$ cat src/rtl/otp_cfg_pkg.sv
package otp_cfg_pkg;

    localparam int ADDR_W    = 6;
    localparam int MAX_BITS  = 64;

    localparam int POS_LOCK  = 0;
    localparam int POS_FAST  = 1;
    localparam int POS_OSC   = 2;
    localparam int POS_MODE  = 3;

    typedef enum logic [1:0] {
        OP_SHADOW_WR = 2'd0,
        OP_PROGRAM   = 2'd1,
        OP_PRECHARGE = 2'd2,
        OP_REMOTE_RST= 2'd3
    } cfg_op_e;

    typedef struct packed {
        logic wr_shadow;
        logic wr_perm;
        logic clr_shadow;
        logic prech;
        logic bad_addr;
        logic val;
    } cfg_act_t;

    typedef struct packed {
        logic       lock;
        logic       fast_clk;
        logic       osc_rc;
        logic [1:0] app_mode;
    } cfg_fields_t;

    function automatic logic [6:0] count_ones(input logic [MAX_BITS-1:0] v);
        logic [6:0] n;
        n = '0;
        for (int i = 0; i < MAX_BITS; i++) begin
            n = n + {6'd0, v[i]};
        end
        return n;
    endfunction

endpackage

$ cat src/rtl/otp_cmd_decode.sv
module otp_cmd_decode
    import otp_cfg_pkg::*;
#(
    parameter int NUM_BITS = 8
) (
    input  logic                clk,
    input  logic                rst,
    input  logic                cmd_valid,
    input  logic [1:0]          cmd_op,
    input  logic [ADDR_W-1:0]   cmd_addr,
    input  logic                cmd_val,
    input  logic                locked,
    output cfg_act_t            act,
    output logic [NUM_BITS-1:0] sel
);

    cfg_op_e op;
    logic    addr_ok;
    logic    is_write;

    assign op       = cfg_op_e'(cmd_op);
    assign addr_ok  = int'(cmd_addr) < NUM_BITS;
    assign is_write = cmd_valid && (op == OP_SHADOW_WR || op == OP_PROGRAM);

    for (genvar i = 0; i < NUM_BITS; i++) begin : g_sel
        assign sel[i] = (int'(cmd_addr) == i);
    end

    always_comb begin
        act            = '0;
        act.val        = cmd_val;
        act.wr_shadow  = is_write && op == OP_SHADOW_WR && addr_ok && !locked;
        act.wr_perm    = is_write && op == OP_PROGRAM   && addr_ok && !locked;
        act.clr_shadow = cmd_valid && op == OP_REMOTE_RST;
        act.prech      = cmd_valid && op == OP_PRECHARGE;
        act.bad_addr   = is_write && !addr_ok;
    end

    p_locked_blocks_writes_r6: assert property (@(posedge clk) disable iff (rst)
        locked |-> !(act.wr_shadow || act.wr_perm));

    p_one_action_r9: assert property (@(posedge clk) disable iff (rst)
        $countones({act.wr_shadow, act.wr_perm, act.clr_shadow, act.prech, act.bad_addr}) <= 1);

endmodule

$ cat src/rtl/otp_cell_array.sv
module otp_cell_array
    import otp_cfg_pkg::*;
#(
    parameter int NUM_BITS = 8
) (
    input  logic                clk,
    input  logic                rst,
    input  cfg_act_t            act,
    input  logic [NUM_BITS-1:0] sel,
    output logic [NUM_BITS-1:0] shadow_q,
    output logic [NUM_BITS-1:0] perm_q
);

    logic [NUM_BITS-1:0] shadow_d;
    logic [NUM_BITS-1:0] perm_d;
    logic [NUM_BITS-1:0] perm_r = '0;

    for (genvar i = 0; i < NUM_BITS; i++) begin : g_bit
        assign shadow_d[i] = act.clr_shadow             ? 1'b0    :
                             (act.wr_shadow && sel[i])  ? act.val :
                                                          shadow_q[i];
        assign perm_d[i]   = perm_r[i] | (act.wr_perm && sel[i]);
    end

    always_ff @(posedge clk) begin
        if (rst) begin
            shadow_q <= '0;
        end else begin
            shadow_q <= shadow_d;
        end
    end

    always_ff @(posedge clk) begin
        if (!rst) begin
            perm_r <= perm_d;
        end
    end

    assign perm_q = perm_r;

    p_perm_never_falls_r3: assert property (@(posedge clk)
        1'b1 |=> ((perm_r & $past(perm_r)) == $past(perm_r)));

    p_rreset_clears_r7: assert property (@(posedge clk) disable iff (rst)
        act.clr_shadow |=> (shadow_q == '0));

    p_locked_shadow_hold_r6: assert property (@(posedge clk) disable iff (rst)
        (perm_r[POS_LOCK] && !act.clr_shadow) |=> $stable(shadow_q));

endmodule

$ cat src/rtl/otp_src_select.sv
module otp_src_select
    import otp_cfg_pkg::*;
#(
    parameter int NUM_BITS = 8,
    parameter int CNT_W    = $clog2(NUM_BITS + 1)
) (
    input  logic                clk,
    input  logic                rst,
    input  logic                src_shadow,
    input  logic [NUM_BITS-1:0] shadow_q,
    input  logic [NUM_BITS-1:0] perm_q,
    output logic [NUM_BITS-1:0] active,
    output cfg_fields_t         fields,
    output logic [CNT_W-1:0]    count
);

    logic                use_shadow;
    logic [MAX_BITS-1:0] wide;
    logic [6:0]          ones;

    assign use_shadow = src_shadow && !perm_q[POS_LOCK];
    assign active     = use_shadow ? shadow_q : perm_q;
    assign wide       = MAX_BITS'(active);
    assign ones       = count_ones(wide);
    assign count      = CNT_W'(ones);

    always_comb begin
        fields          = '0;
        fields.lock     = active[POS_LOCK];
        fields.fast_clk = active[POS_FAST];
        fields.osc_rc   = active[POS_OSC];
        fields.app_mode = active[POS_MODE+1:POS_MODE];
    end

    p_locked_uses_perm_r5: assert property (@(posedge clk) disable iff (rst)
        perm_q[POS_LOCK] |-> (active == perm_q));

    p_count_bound_r10: assert property (@(posedge clk) disable iff (rst)
        int'(count) <= NUM_BITS);

endmodule

$ cat src/rtl/otp_cfg_store.sv
module otp_cfg_store
    import otp_cfg_pkg::*;
#(
    parameter int NUM_BITS = 8,
    parameter int CNT_W    = $clog2(NUM_BITS + 1)
) (
    input  logic                clk,
    input  logic                rst,
    input  logic                cmd_valid,
    input  logic [1:0]          cmd_op,
    input  logic [5:0]          cmd_addr,
    input  logic                cmd_val,
    input  logic                src_shadow,
    output logic [NUM_BITS-1:0] cfg_bits,
    output logic                cfg_lock,
    output logic                cfg_fast_clk,
    output logic                cfg_osc_rc,
    output logic [1:0]          cfg_app_mode,
    output logic [CNT_W-1:0]    set_count,
    output logic                prech_active,
    output logic                addr_err
);

    cfg_act_t            act;
    cfg_fields_t         fields;
    logic [NUM_BITS-1:0] sel;
    logic [NUM_BITS-1:0] shadow_q;
    logic [NUM_BITS-1:0] perm_q;
    logic                prech_q;
    logic                err_q;

    otp_cmd_decode #(.NUM_BITS(NUM_BITS)) u_decode (
        .clk      (clk),
        .rst      (rst),
        .cmd_valid(cmd_valid),
        .cmd_op   (cmd_op),
        .cmd_addr (cmd_addr),
        .cmd_val  (cmd_val),
        .locked   (perm_q[POS_LOCK]),
        .act      (act),
        .sel      (sel)
    );

    otp_cell_array #(.NUM_BITS(NUM_BITS)) u_cells (
        .clk     (clk),
        .rst     (rst),
        .act     (act),
        .sel     (sel),
        .shadow_q(shadow_q),
        .perm_q  (perm_q)
    );

    otp_src_select #(.NUM_BITS(NUM_BITS), .CNT_W(CNT_W)) u_select (
        .clk       (clk),
        .rst       (rst),
        .src_shadow(src_shadow),
        .shadow_q  (shadow_q),
        .perm_q    (perm_q),
        .active    (cfg_bits),
        .fields    (fields),
        .count     (set_count)
    );

    always_ff @(posedge clk) begin
        if (rst) begin
            prech_q <= 1'b0;
            err_q   <= 1'b0;
        end else begin
            prech_q <= act.prech;
            err_q   <= err_q | act.bad_addr;
        end
    end

    assign cfg_lock     = fields.lock;
    assign cfg_fast_clk = fields.fast_clk;
    assign cfg_osc_rc   = fields.osc_rc;
    assign cfg_app_mode = fields.app_mode;
    assign prech_active = (src_shadow && !perm_q[POS_LOCK]) || prech_q;
    assign addr_err     = err_q;

    p_err_sticky_r9: assert property (@(posedge clk) disable iff (rst)
        addr_err |=> addr_err);

    p_prech_cont_r8: assert property (@(posedge clk) disable iff (rst)
        (src_shadow && !cfg_lock && !perm_q[POS_LOCK]) |-> prech_active);

    p_prech_cmd_r8: assert property (@(posedge clk) disable iff (rst)
        (cmd_valid && cmd_op == 2'd2) |=> prech_active);

endmodule

$ cat config.mk
export PLATFORM = sky130hd
export DESIGN_NAME = otp_cfg_store
export DESIGN_NICKNAME = d
export VERILOG_FILES = /design/src/rtl/otp_cfg_pkg.sv /design/src/rtl/otp_cmd_decode.sv /design/src/rtl/otp_cell_array.sv /design/src/rtl/otp_src_select.sv /design/src/rtl/otp_cfg_store.sv
export SDC_FILE = /design/constraint.sdc
export NUM_CORES = 1
export LEC_CHECK = 0
export ABC_AREA = 0
export BUFFER_PORTS_ARGS = -buffer_cell sky130_fd_sc_hd__buf_2
export CORE_ASPECT_RATIO = 0.7
export CORE_UTILIZATION = 50
export DETAILED_ROUTE_END_ITERATION = 10
export HOLD_SLACK_MARGIN = 0.05
export PLACE_DENSITY = 0.89
export SYNTH_ARGS = -nofsm -noshare
export SYNTH_HDL_FRONTEND = slang
export SYNTH_SLANG_ARGS = --single-unit
$ cat constraint.sdc
create_clock -name clk -period 4.2 [get_ports clk]
set_input_delay 0.21 -clock clk [delete_from_list [all_inputs] [get_ports clk]]
set_output_delay 0.21 -clock clk [all_outputs]
set_load 0.03 [all_outputs]
==> flow_summary.json <==
{
  "synth_nets": 121,
  "cts.sinks": 18,
  "seq_area_frac_synth_pct": 38.30,
  "antenna_found_initial": 0,
  "yosys_register_bits": 18,
  "fin_cells": 164,
  "fin_crit_ns": 4.048,
  "cts_tree": "built",
  "place.gp.congestion": 0.8721,
  "violations": "design-rule violations",
  "r2r_slack_ns": 2.47,
  "crit_required_ns": 3.99,
  "routed_wl_um": 2468,
  "cp-start-kind": "register",
  "vias": 901,
  "grt_pass1_wl_um": 3919,
  "clk_latency_ns": 0.30,
  "cts_made_buffers": 3,
  "diodes": 0,
  "h-tree-depth": 1,
  "dp_hpwl_um": 1889,
  "mostFrequentLayoutCells": "buf_2, inv_1, dfxtp_1, a31oi_1",
  "cts_hold_buf": 0,
  "synth.yosys.warnings": 0,
  "worst_pin_slew_ns": 0.5231,
  "via_per_inst": 5.494,
  "final_nets": 153,
  "dpl_worst_slack_ns": 0.4379,
  "cts_buffer_depth": 2,
  "hold_violations": 0,
  "die_h_um": 42.12,
  "track_usage_pct": 21.96,
  "utilization_pct": 62.78,
  "tns_ns": 0,
  "peakVddDrop_uv": 201.7,
  "dr.pass1.iters": 7,
  "relSlewSlack_pct": 64.98,
  "die_area_um2": 2498,
  "fp.coreArea_um2": 2155,
  "grt_pass1_vias": 842,
  "postSynthCellCount": 101,
  "io_pins": 32,
  "layout_commonest_cell": "buf_2",
  "drt_iter0_drc": 22,
  "std_cell_rows": 14,
  "syn_avg_cell_area_um2": 11.38,
  "grt_overflow": 0,
  "start_util_pct": 53.37,
  "path_clk_slew_ns": 0.10,
  "crit_arrival_ns": 3.84,
  "fin_crit_sh_pct": 96.39,
  "max_freq_mhz": 247.0,
  "syn-cell-area_um2": 1150,
  "dp_cells": 157,
  "post_route_cells_drive_above_1_share_pct": 40.91,
  "grt_max_degree": 14,
  "cts-resized-gates": 0,
  "io_buffers": 31,
  "report.final.slew_viol_count": 0,
  "chipWidth_um": 59.32,
  "wl_per_cell_um": 15.05,
  "worstSetupPathType": "reg -> out",
  "hold_class": "in -> reg",
  "worstPathMaxFanout": 5,
  "critical_path.endpoint_type": "primary output",
  "drc": 1,
  "worst_clock_skew_ns": 0.001355,
  "synth.distinct_cells": 31,
  "p_leak_nw": 0.5700,
  "max_cap_viol_count": 0,
  "outcome": "finished, violations left",
  "syn_to_final_growth_pct": 17.63,
  "post-route-worst-setup-slack_ns": 0.1518,
  "cts-root-buf": "clkbuf_4",
  "setup_violations": 0,
  "power.density_nw_per_um2": 339.1,
  "ant_nets": 0
}
layout make-up:
type,instances,area [um^2]
Clock buffer,4,36.28
Fill cell,178,802.0
Inverter,11,41.29
Multi-Input combinational cell,64,609.3
Sequential cell,18,440.4
Tap cell,32,40.04
Timing Repair Buffer,35,185.2
power by group:
| part | total (mW) | internal, mW | switching [mW] |
|---|---|---|---|
| sequential | 0.192 | 0.189 | 0.00318 |
| clock | 0.110 | 0.0530 | 0.0572 |
| combinational | 0.156 | 0.0524 | 0.104 |
layer usage:
layer | global-route usage, % | share of wire [%] | vias up
li1 | - | - | 440
met1 | 29.20 | 48 | 430
met2 | 35.51 | 46 | 29
met3 | 5.556 | 5.6 | 2
met4 | 5.714 | 0.77 | 0
met5 | 0 | 0 | -
registers in the layout, summed over array words and instances, names as in the netlist:
register and cells:
u_cells.perm_q 8, u_cells.shadow_q 8, addr_err 1, prech_q 1
critical path, stage by stage (launching register included):
cell and delay [ns]:
edfxtp_1 0.49, nand2b_1 0.21, mux2_2 0.30, ha_1 0.28
inv_1 0.05, fa_1 0.53, inv_1 0.06, fa_1 0.49
fa_1 0.41, inv_1 0.08, fa_1 0.40, inv_1 0.05
buf_2 0.18
worst paths after layout:
check	start	to	cells past startpoint
hold reg to reg	addr_err$_SDFF_PP0_	addr_err$_SDFF_PP0_	2
setup reg to reg	u_cells.perm_q[0]$_DFFE_PN_	u_cells.shadow_q[1]$_SDFFE_PP0P_	5
setup / recovery	u_cells.perm_q[0]$_DFFE_PN_	set_count[1]	12
hold / removal	rst	addr_err$_SDFF_PP0_	2
cell families (layout without fill, tap and decap cells):
| kind of cell | after synthesis | after routing | synth area share (%) |
|---|---|---|---|
| AO/OA/AOI/OAI | 27 | 27 | 17.74 |
| adder cells (fa/ha/maj) | 7 | 7 | 10.23 |
| buffers and inverters | 19 | 50 | 8.705 |
| AND/OR/NAND/NOR | 22 | 22 | 17.41 |
| flip-flops | 18 | 18 | 38.30 |
| XOR/XNOR | 1 | 1 | 0.7618 |
| multiplexers | 7 | 7 | 6.855 |
cells in the mapped netlist (all sizes together):
master | count | area (um^2)
nor3 | 2 | 15.01
a31oi | 9 | 56.30
buf | 8 | 58.81
nor2 | 3 | 11.26
nor4b | 3 | 62.56
nor4 | 2 | 33.78
ha | 3 | 37.54
a21oi | 1 | 5.000
or3 | 1 | 11.26
fa | 4 | 80.08
nand2 | 2 | 7.510
nand2b | 3 | 18.77
edfxtp | 8 | 240.2
a31o | 8 | 70.07
a311oi | 4 | 35.03
or2b | 1 | 8.760
and2 | 1 | 7.510
inv | 11 | 41.29
mux2 | 7 | 78.82
nand3 | 1 | 5.000
xnor2 | 1 | 8.760
a21o | 1 | 7.510
dfxtp | 10 | 200.2
nor2b | 3 | 18.77
a211oi | 4 | 30.03
per-stage QoR:
| step | cell area [um^2] | power [mW] | hold WS, ns |
|---|---|---|---|
| floorplan | 1150 | 0.3144 | 0.2824 |
| global placement | 1294 | 0.3468 | 0.4002 |
| detailed placement | 1294 | 0.3498 | 0.4142 |
| CTS | 1330 | 0.4594 | 0.07844 |
| global route | 1353 | 0.4800 | 0.07486 |
| finish | 1353 | 0.4587 | 0.08313 |
what timing repair did:
item / 4_1_cts / 5_1_grt
endpoints found under the hold margin: 0 / 0
setup buffers: 0 / 3
endpoints found under the setup margin: 0 / 2
(Power assumes the default switching activity.)
